==> src/rtl/irq_sel_pkg.sv <==
package irq_sel_pkg;
  localparam int MODE_W = 3;

  typedef enum logic [MODE_W-1:0] {
    SRC_COS  = 3'd0,
    SRC_GATE = 3'd1,
    SRC_FALL = 3'd2,
    SRC_TC   = 3'd3,
    SRC_OFF  = 3'd4
  } src_mode_e;

  function automatic logic mode_live(input logic [MODE_W-1:0] m);
    return (m < MODE_W'(SRC_OFF));
  endfunction
endpackage

==> src/rtl/irq_mode_reg.sv <==
module irq_mode_reg
  import irq_sel_pkg::*;
#(
  parameter logic [MODE_W-1:0] RST_CODE = SRC_OFF
) (
  input  logic              clk,
  input  logic              rst_n,
  input  logic              wr_stb,
  input  logic [MODE_W-1:0] wr_data,
  output logic [MODE_W-1:0] mode_q,
  output logic              hist_clr
);
  logic [MODE_W-1:0] mode_d;

  always_comb begin
    mode_d = mode_q;
    if (wr_stb) mode_d = wr_data;
  end

  always_ff @(posedge clk or negedge rst_n) begin
    if (!rst_n) mode_q <= RST_CODE;
    else        mode_q <= mode_d;
  end

  assign hist_clr = wr_stb;

  p_mode_hold_r2: assert property (@(posedge clk) disable iff (!rst_n)
    !wr_stb |=> $stable(mode_q));
endmodule

==> src/rtl/irq_trig_det.sv <==
module irq_trig_det
  import irq_sel_pkg::*;
#(
  parameter int GRP_W  = 48,
  parameter int WARM_N = 2
) (
  input  logic              clk,
  input  logic              rst_n,
  input  logic [MODE_W-1:0] mode,
  input  logic              hist_clr,
  input  logic [GRP_W-1:0]  grp_in,
  input  logic              c0_in,
  input  logic              c3_in,
  input  logic              tc_in,
  output logic              trig
);
  localparam int WC_W = $clog2(WARM_N + 1);
  localparam logic [WC_W-1:0] WARM_DONE = WC_W'(WARM_N);

  logic [GRP_W-1:0] grp_s1, grp_s2;
  logic             c0_s1, c0_s2, c3_s1, c3_s2, tc_s1;
  logic [WC_W-1:0]  warm_q, warm_d;
  logic             warm_ok, f_now, f_prv;
  logic             cos_hit, gate_hit, fall_hit;

  // warm-up counter: history is valid only once WARM_N samples follow a clear
  always_comb begin
    warm_d = warm_q;
    if (hist_clr)                warm_d = '0;
    else if (warm_q != WARM_DONE) warm_d = warm_q + 1'b1;
  end

  always_ff @(posedge clk or negedge rst_n) begin
    if (!rst_n) begin
      grp_s1 <= '0;
      grp_s2 <= '0;
      c0_s1  <= 1'b0;
      c0_s2  <= 1'b0;
      c3_s1  <= 1'b0;
      c3_s2  <= 1'b0;
      tc_s1  <= 1'b0;
      warm_q <= '0;
    end else begin
      grp_s1 <= grp_in;
      grp_s2 <= grp_s1;
      c0_s1  <= c0_in;
      c0_s2  <= c0_s1;
      c3_s1  <= c3_in;
      c3_s2  <= c3_s1;
      tc_s1  <= tc_in;
      warm_q <= warm_d;
    end
  end

  always_comb begin
    warm_ok  = (warm_q == WARM_DONE);
    f_now    = c0_s1 | ~c3_s1;
    f_prv    = c0_s2 | ~c3_s2;
    cos_hit  = warm_ok && (grp_s1 != grp_s2);
    gate_hit = warm_ok && f_now && !f_prv;
    fall_hit = warm_ok && !c0_s1 && c0_s2;
    case (mode)
      SRC_COS:  trig = cos_hit;
      SRC_GATE: trig = gate_hit;
      SRC_FALL: trig = fall_hit;
      SRC_TC:   trig = tc_s1;
      default:  trig = 1'b0;
    endcase
  end

  p_off_quiet_r2: assert property (@(posedge clk) disable iff (!rst_n)
    !mode_live(mode) |-> !trig);
  p_gate_c0_hold_r5: assert property (@(posedge clk) disable iff (!rst_n)
    (mode == SRC_GATE && c0_s1 && c0_s2) |-> !trig);
  p_gate_c3_hold_r5: assert property (@(posedge clk) disable iff (!rst_n)
    (mode == SRC_GATE && !c3_s1 && !c3_s2) |-> !trig);
  p_blind_after_wr_r9: assert property (@(posedge clk) disable iff (!rst_n)
    hist_clr |=> (!cos_hit && !gate_hit && !fall_hit));
endmodule

==> src/rtl/irq_pend.sv <==
module irq_pend (
  input  logic clk,
  input  logic rst_n,
  input  logic trig,
  input  logic clr,
  output logic pend
);
  logic pend_d;

  always_comb begin
    pend_d = pend;
    if (clr)  pend_d = 1'b0;
    if (trig) pend_d = 1'b1;
  end

  always_ff @(posedge clk or negedge rst_n) begin
    if (!rst_n) pend <= 1'b0;
    else        pend <= pend_d;
  end

  p_set_r8: assert property (@(posedge clk) disable iff (!rst_n)
    trig |=> pend);
  p_clear_r8: assert property (@(posedge clk) disable iff (!rst_n)
    (clr && !trig) |=> !pend);
  p_sticky_r8: assert property (@(posedge clk) disable iff (!rst_n)
    (pend && !clr) |=> pend);
endmodule

==> src/rtl/irq_src_sel.sv <==
module irq_src_sel
  import irq_sel_pkg::*;
#(
  parameter int GRP_W = 48
) (
  input  logic              clk,
  input  logic              rst_n,
  input  logic              cfg_wr_en,
  input  logic              cfg_wr_ch,
  input  logic [MODE_W-1:0] cfg_wr_data,
  input  logic [1:0]        clr_pend,
  input  logic [GRP_W-1:0]  grp_a,
  input  logic [GRP_W-1:0]  grp_b,
  input  logic              ctl_a0,
  input  logic              ctl_a3,
  input  logic              ctl_b0,
  input  logic              ctl_b3,
  input  logic              tc_cnt,
  input  logic              tc_tmr,
  output logic [1:0]        irq
);
  localparam int N_CH = 2;

  logic [GRP_W-1:0]  grp_v  [N_CH];
  logic [N_CH-1:0]   c0_v, c3_v, tc_v, wr_v, clr_h, trig_v;
  logic [MODE_W-1:0] mode_v [N_CH];

  assign grp_v[0] = grp_a;
  assign grp_v[1] = grp_b;
  assign c0_v     = {ctl_b0, ctl_a0};
  assign c3_v     = {ctl_b3, ctl_a3};
  assign tc_v     = {tc_tmr, tc_cnt};

  for (genvar ch = 0; ch < N_CH; ch++) begin : g_ch
    assign wr_v[ch] = cfg_wr_en && (cfg_wr_ch == 1'(ch));

    irq_mode_reg u_mode (
      .clk      (clk),
      .rst_n    (rst_n),
      .wr_stb   (wr_v[ch]),
      .wr_data  (cfg_wr_data),
      .mode_q   (mode_v[ch]),
      .hist_clr (clr_h[ch])
    );

    irq_trig_det #(.GRP_W(GRP_W)) u_det (
      .clk      (clk),
      .rst_n    (rst_n),
      .mode     (mode_v[ch]),
      .hist_clr (clr_h[ch]),
      .grp_in   (grp_v[ch]),
      .c0_in    (c0_v[ch]),
      .c3_in    (c3_v[ch]),
      .tc_in    (tc_v[ch]),
      .trig     (trig_v[ch])
    );

    irq_pend u_pend (
      .clk   (clk),
      .rst_n (rst_n),
      .trig  (trig_v[ch]),
      .clr   (clr_pend[ch]),
      .pend  (irq[ch])
    );

    p_off_no_rise_r2: assert property (@(posedge clk) disable iff (!rst_n)
      (!mode_live(mode_v[ch]) && !irq[ch]) |=> !irq[ch]);
  end
endmodule

==> config.mk <==
export PLATFORM = sky130hd
export DESIGN_NAME = irq_src_sel
export DESIGN_NICKNAME = d
export VERILOG_FILES = /design/src/rtl/irq_sel_pkg.sv /design/src/rtl/irq_mode_reg.sv /design/src/rtl/irq_trig_det.sv /design/src/rtl/irq_pend.sv /design/src/rtl/irq_src_sel.sv
export SDC_FILE = /design/constraint.sdc
export NUM_CORES = 1
export LEC_CHECK = 0
export BUFFER_PORTS_ARGS = -buffer_cell sky130_fd_sc_hd__buf_4
export CORE_UTILIZATION = 45
export DETAILED_ROUTE_END_ITERATION = 12
export GPL_ROUTABILITY_DRIVEN = 0
export PLACE_DENSITY = 0.65
export SYNTH_ARGS = -nofsm -noshare
export SYNTH_HDL_FRONTEND = slang
export SYNTH_SLANG_ARGS = --single-unit
==> constraint.sdc <==
create_clock -name clk -period 1.72 [get_ports clk]
set_input_delay 0.172 -clock clk [delete_from_list [all_inputs] [get_ports clk]]
set_output_delay 0.172 -clock clk [all_outputs]
set_load 0.01 [all_outputs]
==> results of run 1 <==
[kinds of logic (layout without fill, tap and decap cells)]
kind of cell               Yosys count  count (layout)  share of synthesized area [%]
DFF                                214             214                          79.77
adders and majority gates            2               2                         0.3725
xor gates and xnor gates            96              96                          12.52
AOI/OAI and AO/OA                   15              15                          1.546
and+or+nand+nor                     50              50                          4.341
muxes                                5               5                         0.8382
buffers and inverters                9             276                         0.6148
[power breakdown]
part	switching (mW)	internal (mW)	total, mW
Combinational	0.414	0.650	1.06
Clock	1.84	3.25	5.09
Sequential	0.198	5.37	5.56
[metal layers]
layer	global-route usage (%)	part of all wire (%)	vias up
met2	28.49	49	108
met1	21.64	42	1866
met3	4.899	6.4	21
met4	5.060	2.4	0
met5	0	0	-
li1	-	-	1809
[cell usage after synthesis (all sizes together)]
master  number  area [µm²]
nand2b       2       12.51
inv          7       26.28
nor3b        1       7.510
o21ai        3       15.01
nand4       18       112.6
a41o         1       10.01
mux2         5       56.30
o32ai        1       8.760
buf          2       15.01
nor2         6       22.52
nand4b       2       17.52
dfrtp      212        5305
ha           2       25.02
dfstp        2       52.55
xor2        28       245.2
a211oi       1       7.510
a2111o       1       11.26
a21oi        5       25.02
xnor2       68       595.6
nor2b        3       18.77
nand3        2       10.01
a32oi        1       8.760
nand3b       1       7.510
nor4         9       56.30
nand2        3       11.26
nor3         3       15.01
o221ai       2       17.52
[sequential cells by signal (all words and copies together) (netlist names)]
| name | count |
|---|---|
| g_ch.u_det.grp_s1 | 96 |
| g_ch.u_det.grp_s2 | 96 |
| g_ch.u_mode.mode_q | 6 |
| g_ch.u_det.warm_q | 4 |
| g_ch.u_det.c0_s1 | 2 |
| g_ch.u_det.c0_s2 | 2 |
| g_ch.u_det.c3_s1 | 2 |
| g_ch.u_det.c3_s2 | 2 |
| g_ch.u_det.tc_s1 | 2 |
| g_ch.u_pend.pend | 2 |
[layout make-up]
cell class / instances / share of cell area [%]
flip-flops and latches: 214 / 54.69
repair buffers: 230 / 20.88
multi-input cells: 168 / 13.65
clock buffers: 31 / 6.693
well taps: 184 / 2.350
clock inverters: 8 / 1.456
inverters: 7 / 0.2682
[worst register-to-register path: stages (launching register included)]
cell and delay [ps]:
dfrtp_1 400, xnor2_2 180, o221ai_1 140, a2111o_1 420
nor4_2 260, o221ai_1 120
[per-stage QoR]
stage	hold slack, ps	area [µm²]	TNS [ps]	worst slack [ps]
global route	48.21	9796	0	1.743
CTS	23.93	9782	0	7.112
floorplan	-123.6	6716	0	220.2
global placement	154.0	7876	0	44.72
detailed placement	159.5	7876	-72.92	-72.92
finish	43.08	9796	0	66.22
[worst max path at each step]
| stage | cells past startpoint | start | slack [ps] | end |
|---|---|---|---|---|
| floorplan | 7 | g_ch[1].u_det.warm_q[0] | 220 | g_ch[1].u_pend.pend |
| global placement | 6 | g_ch[1].u_det.grp_s2[39] | 40 | g_ch[1].u_pend.pend |
| detailed placement | 6 | g_ch[1].u_det.grp_s1[25] | -70 | g_ch[1].u_pend.pend |
| CTS | 6 | g_ch[1].u_det.grp_s1[46] | 7 | g_ch[1].u_pend.pend |
| global route | 7 | g_ch[1].u_det.warm_q[0] | 2 | g_ch[1].u_det.warm_q[1] |
| finish | 5 | g_ch[1].u_det.grp_s2[26] | 70 | g_ch[1].u_pend.pend |
[repair_timing]
action | in CTS | in global routing
hold endpoints to repair | 156 | 0
gates cloned | 0 | 0
buffers inserted | 0 | 0
pin swaps | 2 | 3
gates resized for setup | 1 | 2
setup endpoints to repair | 1 | 1
hold buffers | 110 | 0
==> results.toml, run 1 <==
[floorplan]
rows = 44
pin_count = 113
die_area_um2 = 15420
core-area_um2 = 14530
initial_core_util_pct = 46.21
die_x_um = 124.2
die_height_um = 124.2

[yosys]
synth.distinct_cells = 27
synthCells = 391
netlist_area_um2 = 6716
synth-seq-cells = 214
ys_seq_area_share_pct = 79.77
syn_avg_cell_area_um2 = 17.18
syn_nets = 504
yosysWarnings = 0

[final_layout]
instances_no_fill = 842
final_nets = 756
final_common_cell = "dfrtp_1"
n_antenna_cell = 0
area_growth_pct = 45.85
most-common-layout-cells = "212 x dfrtp_1, 116 x buf_4, 110 x dlygate4sd3_1, 67 x xnor2_1, 28 x xor2_1"
register_area_um2 = 5358
layout-drive-gt1-share_pct = 25.23
multi_input_area_um2 = 1338
post-route-util_pct = 67.40
fillers = 987

[worst_setup_path]
r2r_setup_slack_ps = 70
crit_fanout = 1
worst_path_max_delay_cell = "a2111o_1"
end_kind = "register"
critical_path.cell_chain = "xnor2_2, o221ai_1, a2111o_1, nor4_2, o221ai_1"
crit_arrival_ps = 2020
path_class = "register to register"
path_common_cell = "o221ai_1"
required_ps = 2080
worst_setup_path_start_kind = "register"
worst_path_largest_cell_delay_ps = 420
cp.buffers_inverters = 0
r2r_cells = 5
crit_family = "compound AO/OA/AOI/OAI gates"
r2r_end = "g_ch[1].u_pend.pend"
rr_startpoint = "g_ch[1].u_det.grp_s2[26]"

[route]
drt_iter0_drc = 64
num_vias = 3804
dr.pass1.iters = 4
drc = 0
wl_per_cell_um = 14.84
viasPerCell = 4.518
drt_wl_total_mm = 12.49
ant_nets = 0

[place]
placed_cells = 693
port_buffers = 112
hpwl_mm = 7.386

[worst_hold_path]
hp-class = "input pin to register"
min_from = "clr_pend[0]"
hold_path_depth = 3
whs_endpoint = "g_ch[0].u_pend.pend"

[clocking]
root_buffer = "clkbuf_16"
ctsLongestPathBuffers = 3
clkSlewWorstSetupHoldPaths_ps = 60
cts_made_buffers = 22
htree_num_levels = 1
clock_latency_ps = 490
clkSinkCount = 214
cts_tree = "yes"

[timing]
fmax_mhz = 604.7
setup_violations = 0
final_hold_viol_count = 0
worst_pin_slew_ps = 483.1
finalCritPeriodShare_pct = 96.15
relSlewSlack_pct = 67.73
rsz0062_at_grt = "no"
period_needed_ps = 1654
finalMaxSlewViolations = 0
worst_clock_skew_ps = 9.050

[power_and_ir_drop]
peakVddDrop_mv = 0.8776
p_total_mw = 11.72
p_leak_nw = 4.353
powerDensity_nw_per_um2 = 1196

[global_routing]
grt_overflow = 0
grt_first_pass_wirelength_mm = 20.05
grt_pass1_vias = 4157
grt_usage_pct = 17.08
grt_max_degree = 51
antenna_found_initial = 0

[run]
drv_cap = 0

[outcome]
run_status = "completed"
Note: power is estimated with default switching activity, not from simulation.
==> inputs of run 2 (changes only) <==
RECOVER_POWER = 50   (was unset)
SLEW_MARGIN = 10   (was unset)
==> run 2 against run 1 <==
  * Sequential share of layout area increased by 0.070 points
  * Maximum frequency rose by 0.35%
  * Routed wire length shrank 0.88%
  * Power is 0.18% lower
  * Largest cell class unchanged
==> results.toml, run 2 (same netlist as run 1, synthesis figures left out) <==
[outcome]
run_status = "completed"

[worst_setup_path]
path_class = "register to register"
required_ps = 2080
crit_fanout = 1
end_kind = "register"
crit_arrival_ps = 2010
worst_setup_path_start_kind = "register"

[floorplan]
core-area_um2 = 14530
die_height_um = 124.2
pin_count = 113
rows = 44
die_x_um = 124.2
die_area_um2 = 15420
initial_core_util_pct = 46.21

[final_layout]
most-common-layout-cells = "212 x dfrtp_1, 110 x dlygate4sd3_1, 101 x clkbuf_4, 67 x xnor2_1, 28 x xor2_1"
layout-drive-gt1-share_pct = 25.08
final_common_cell = "dfrtp_1"
final_nets = 756
area_growth_pct = 45.66
n_antenna_cell = 0
top_regs = "g_ch.u_det.grp_s1: 96 flops, g_ch.u_det.grp_s2: 96 flops, g_ch.u_mode.mode_q: 6 flops"

[place]
hpwl_mm = 7.386
port_buffers = 112
post-place-ws_ps = -72.92

[timing]
timing.final.ws_setup_ps = 72.05
period_needed_ps = 1648
worst_clock_skew_ps = 6.580
finalMaxSlewViolations = 0
relSlewSlack_pct = 11.11
setup_violations = 0
final_hold_viol_count = 0
rsz0062_at_grt = "no"
worst_pin_slew_ps = 1333
fmax_mhz = 606.8
finalCritPeriodShare_pct = 95.81

[global_routing]
grt_usage_pct = 17.08
grt_max_degree = 51
grt_first_pass_wirelength_mm = 20.05
antenna_found_initial = 0
grt_pass1_vias = 4157
grt_overflow = 0

[clocking]
htree_num_levels = 1
clock_latency_ps = 490
root_buffer = "clkbuf_16"
clkSlewWorstSetupHoldPaths_ps = 60
ctsLongestPathBuffers = 3
cts_made_buffers = 22
clkSinkCount = 214
cts_tree = "yes"
postCtsSetupRepairBufs = 0

[route]
wl_per_cell_um = 14.71
drc = 0
dr.pass1.iters = 4
drt_iter0_drc = 58
ant_nets = 0
viasPerCell = 4.521
num_vias = 3807
drt_wl_total_mm = 12.38

[power_and_ir_drop]
powerDensity_nw_per_um2 = 1196
p_total_mw = 11.70
peakVddDrop_mv = 0.8776
p_leak_nw = 4.326

[run]
drv_cap = 0

[worst_hold_path]
hp-class = "input pin to register"
-- run 2: changes by cell type in the layout (fill, tap and decap cells not counted) --
| cell | change |
|---|---|
| clkbuf_2 | +1 |
| clkbuf_8 | -1 |
| clkbuf_4 | +101 |
| buf_4 | -102 |
| clkbuf_1 | +1 |
-- run 2: metal layers --
layer	vias up	global-route usage, %	part of all wire (%)
li1	1807	-	-
met1	1871	21.64	42
met2	107	28.49	49
met3	22	4.899	6.3
met4	0	5.060	2.4
met5	-	0	0
-- run 2: final cells by class --
type | count | area [µm²]
Tap cell | 184 | 230.2
Timing Repair Buffer | 230 | 2033
Clock inverter | 8 | 142.6
Clock buffer | 31 | 655.6
Sequential cell | 214 | 5358
Inverter | 7 | 26.28
Fill cell | 989 | 4751
Multi-Input combinational cell | 168 | 1338
-- run 2: path summary, 6_finish.rpt --
kind	cells after the start	to	slack [ps]	start
hold reg to reg	0	g_ch[0].u_det.c3_s2	380	g_ch[0].u_det.c3_s1
setup reg to reg	5	g_ch[1].u_pend.pend	70	g_ch[1].u_det.grp_s2[26]
setup / recovery	5	g_ch[1].u_pend.pend	70	g_ch[1].u_det.grp_s2[26]
min in group asynchronous	2	g_ch[1].u_det.grp_s2[14]	540	rst_n
hold / removal	3	g_ch[0].u_pend.pend	40	clr_pend[0]
max in group asynchronous	3	g_ch[0].u_mode.mode_q[2]	270	rst_n
-- run 2: report_power, final --
part | switching, mW | internal (mW)
registers | 0.197 | 5.37
clock network | 1.84 | 3.25
logic | 0.410 | 0.637
total | 2.45 | 9.25
-- run 2: per-stage QoR --
stage / setup TNS (ps) / utilization [%] / std cells / area (µm²) / hold slack, ps
floorplan: 0 / - / 391 / 6716 / -123.6
CTS: 0 / 67.30 / 842 / 9782 / 23.93
global route: 0 / 67.31 / 842 / 9783 / 48.21
finish: 0 / 67.31 / 842 / 9783 / 38.63
global placement: 0 / 54.19 / 693 / 7876 / 154.0
detailed placement: -72.92 / 54.19 / 693 / 7876 / 159.5
-- run 2: repair_timing --
| item | CTS | global route |
|---|---|---|
| hold buffers | 110 | 0 |
| endpoints found under the hold margin | 156 | 0 |
| gates resized for setup | 1 | 2 |
| pin swaps | 2 | 3 |
| endpoints found under the setup margin | 1 | 1 |
-- run 2: critical path, stage by stage (launching register included) --
cell and delay (ps):
dfrtp_1 400, xnor2_2 180, o221ai_1 140, a2111o_1 420
nor4_2 260, o221ai_1 120
==> inputs of run 3 (changes only) <==
PLACE_DENSITY = 0.68   (was 0.65)
==> run 3 against run 2 <==
  * Core utilization is 0.73 points lower
  * Via count is 0.66% lower
  * Clock-buffer cell count is 2 higher
  * Clock skew is 1.6 ps lower
  * Clock power is 13% lower
  * Maximum frequency is 2.1% lower
  * Die area stayed put
  * Worst setup slack worse by 35 ps
  * Global-route usage is 0.18 points higher
  * Flip-flop and latch count stayed put
  * Non-clock buffer count stayed put
  * Cell area is 1.1% lower
  * Critical endpoint unchanged
==> results.toml, run 3 (same netlist as run 1, synthesis figures left out) <==
[power_and_ir_drop]
p_int_mw = 8.674
power_frac_comb_pct = 9.3
p_clk_share_pct = 40.3
p_sw_mw = 2.355
sw_frac_of_total_pct = 21.35
p_leak_nw = 4.270
p_total_mw = 11.03
pwr-share-seq_pct = 50.4
peakVddDrop_mv = 0.7793
powerDensity_nw_per_um2 = 1140

[route]
wl_per_cell_um = 14.90
drt_wl_total_mm = 12.50
viasPerCell = 4.508
drc = 0
drt_iter0_drc = 97
ant_nets = 0
dr.pass1.iters = 3
num_vias = 3782

[clocking]
htree_num_levels = 1
clkSlewWorstSetupHoldPaths_ps = 60
postCtsSetupRepairBufs = 0
ctsLongestPathBuffers = 3
cts_made_buffers = 21
clock_latency_ps = 480
cts_tree = "yes"
clkSinkCount = 214
root_buffer = "clkbuf_16"

[floorplan]
rows = 44
die_height_um = 124.2
initial_core_util_pct = 46.21
pin_count = 113
die_area_um2 = 15420
core-area_um2 = 14530
die_x_um = 124.2

[final_layout]
fillers = 1054
layout-drive-gt1-share_pct = 24.73
final_common_cell = "dfrtp_1"
final_nets = 755
area_growth_pct = 44.08
top_regs = "g_ch.u_det.grp_s1: 96 flops, g_ch.u_det.grp_s2: 96 flops, g_ch.u_mode.mode_q: 6 flops"
n_antenna_cell = 0
multi_input_area_um2 = 1343
register_area_um2 = 5358
fin_area_um2 = 9677
most-common-layout-cells = "212 x dfrtp_1, 109 x dlygate4sd3_1, 101 x clkbuf_4, 68 x xnor2_1, 28 x xor2_1"
instances_no_fill = 839

[worst_setup_path]
path_class = "register to register"
crit_fanout = 2
critical_path.cell_chain = "xnor2_1, nand4_1, nor4_2, nand4_1, nor4_2, o221ai_1"
crit_arrival_ps = 2030
worst_path_largest_cell_delay_ps = 390
required_ps = 2070
worst_path_max_delay_cell = "dfrtp_1"
worst_setup_path_start_kind = "register"
end_kind = "register"

[timing]
finalCritPeriodShare_pct = 97.86
worst_pin_slew_ps = 428.5
final_hold_viol_count = 0
setup_violations = 0
relSlewSlack_pct = 71.43
rsz0062_at_grt = "yes"
finalMaxSlewViolations = 0
period_needed_ps = 1683
fmax_mhz = 594.1
worst_clock_skew_ps = 4.937

[global_routing]
grt_overflow = 0
grt_first_pass_wirelength_mm = 20.05
grt_pass1_vias = 4286
grt_max_degree = 52
antenna_found_initial = 0
grt_usage_pct = 17.26

[worst_hold_path]
hp-class = "input pin to register"

[run]
drv_cap = 0

[place]
post_dp_cell_area_um2 = 7884
port_buffers = 112
placed_cells = 694
hpwl_mm = 7.359

[outcome]
run_status = "completed"
[run 3: timing repair]
action	4_1_cts	5_1_grt
hold buffers	110	0
endpoints found under the setup margin	1	2
pin swaps	2	1
resized for setup	4	0
endpoints found under the hold margin	157	0
[run 3: area by class of cell]
type	count	share of cell area [%]
timing repair buffer	230	21.08
multi-input combinational	168	13.87
clock buffer	33	6.620
sequential	214	55.37
tap	184	2.379
clock inverter	3	0.4138
inverter	7	0.2715
[run 3: power groups by stage]
stage / clock network (mW) / logic, mW / registers (mW)
after floorplan: 0 / 0.429 / 5.60
after global placement: 0 / 0.811 / 5.63
after detailed placement: 0 / 0.841 / 5.65
after CTS: 4.57 / 1.08 / 5.56
after global routing: 4.75 / 1.16 / 5.59
final: 4.44 / 1.03 / 5.56
[run 3: worst paths after layout]
kind | start | to | slack [ps] | depth (start not counted)
min in group asynchronous | rst_n | g_ch[1].u_det.grp_s2[17] | 200 | 2
max in group asynchronous | rst_n | g_ch[0].u_det.grp_s1[40] | 850 | 3
worst max-delay path | g_ch[1].u_det.grp_s1[9] | g_ch[1].u_pend.pend | 40 | 6
worst max register to register | g_ch[1].u_det.grp_s1[9] | g_ch[1].u_pend.pend | 40 | 6
worst min register to register | g_ch[0].u_det.c3_s1 | g_ch[0].u_det.c3_s2 | 370 | 0
worst min-delay path | clr_pend[0] | g_ch[0].u_pend.pend | 30 | 3
[run 3: worst max-delay path, delay by kind of cell (launching register included)]
family | cells | cell delay, ps
and+or+nand+nor | 4 | 860
xor gates and xnor gates | 1 | 150
AOI/OAI and AO/OA | 1 | 140
DFF | 1 | 390
[run 3: through the flow]
stage	utilization [%]	TNS, ps	setup slack [ps]	hold WS, ps
3_5_place_dp	54.24	-120.3	-120.3	156.6
6_report	66.58	0	36.74	31.56
5_1_grt	66.58	-84.04	-84.04	35.72
4_1_cts	66.68	0	1.911	15.02
2_1_floorplan	-	0	220.2	-123.6
3_3_place_gp	54.24	-30.06	-30.06	153.0
[run 3: per-layer routing]
metal  GRT usage, %  part of all wire [%]  vias up
li1               -                     -     1796
met1          20.20                    40     1869
met2          30.94                    52       93
met3          4.121                   5.6       24
met4          5.804                   2.4        0
met5              0                     0        -
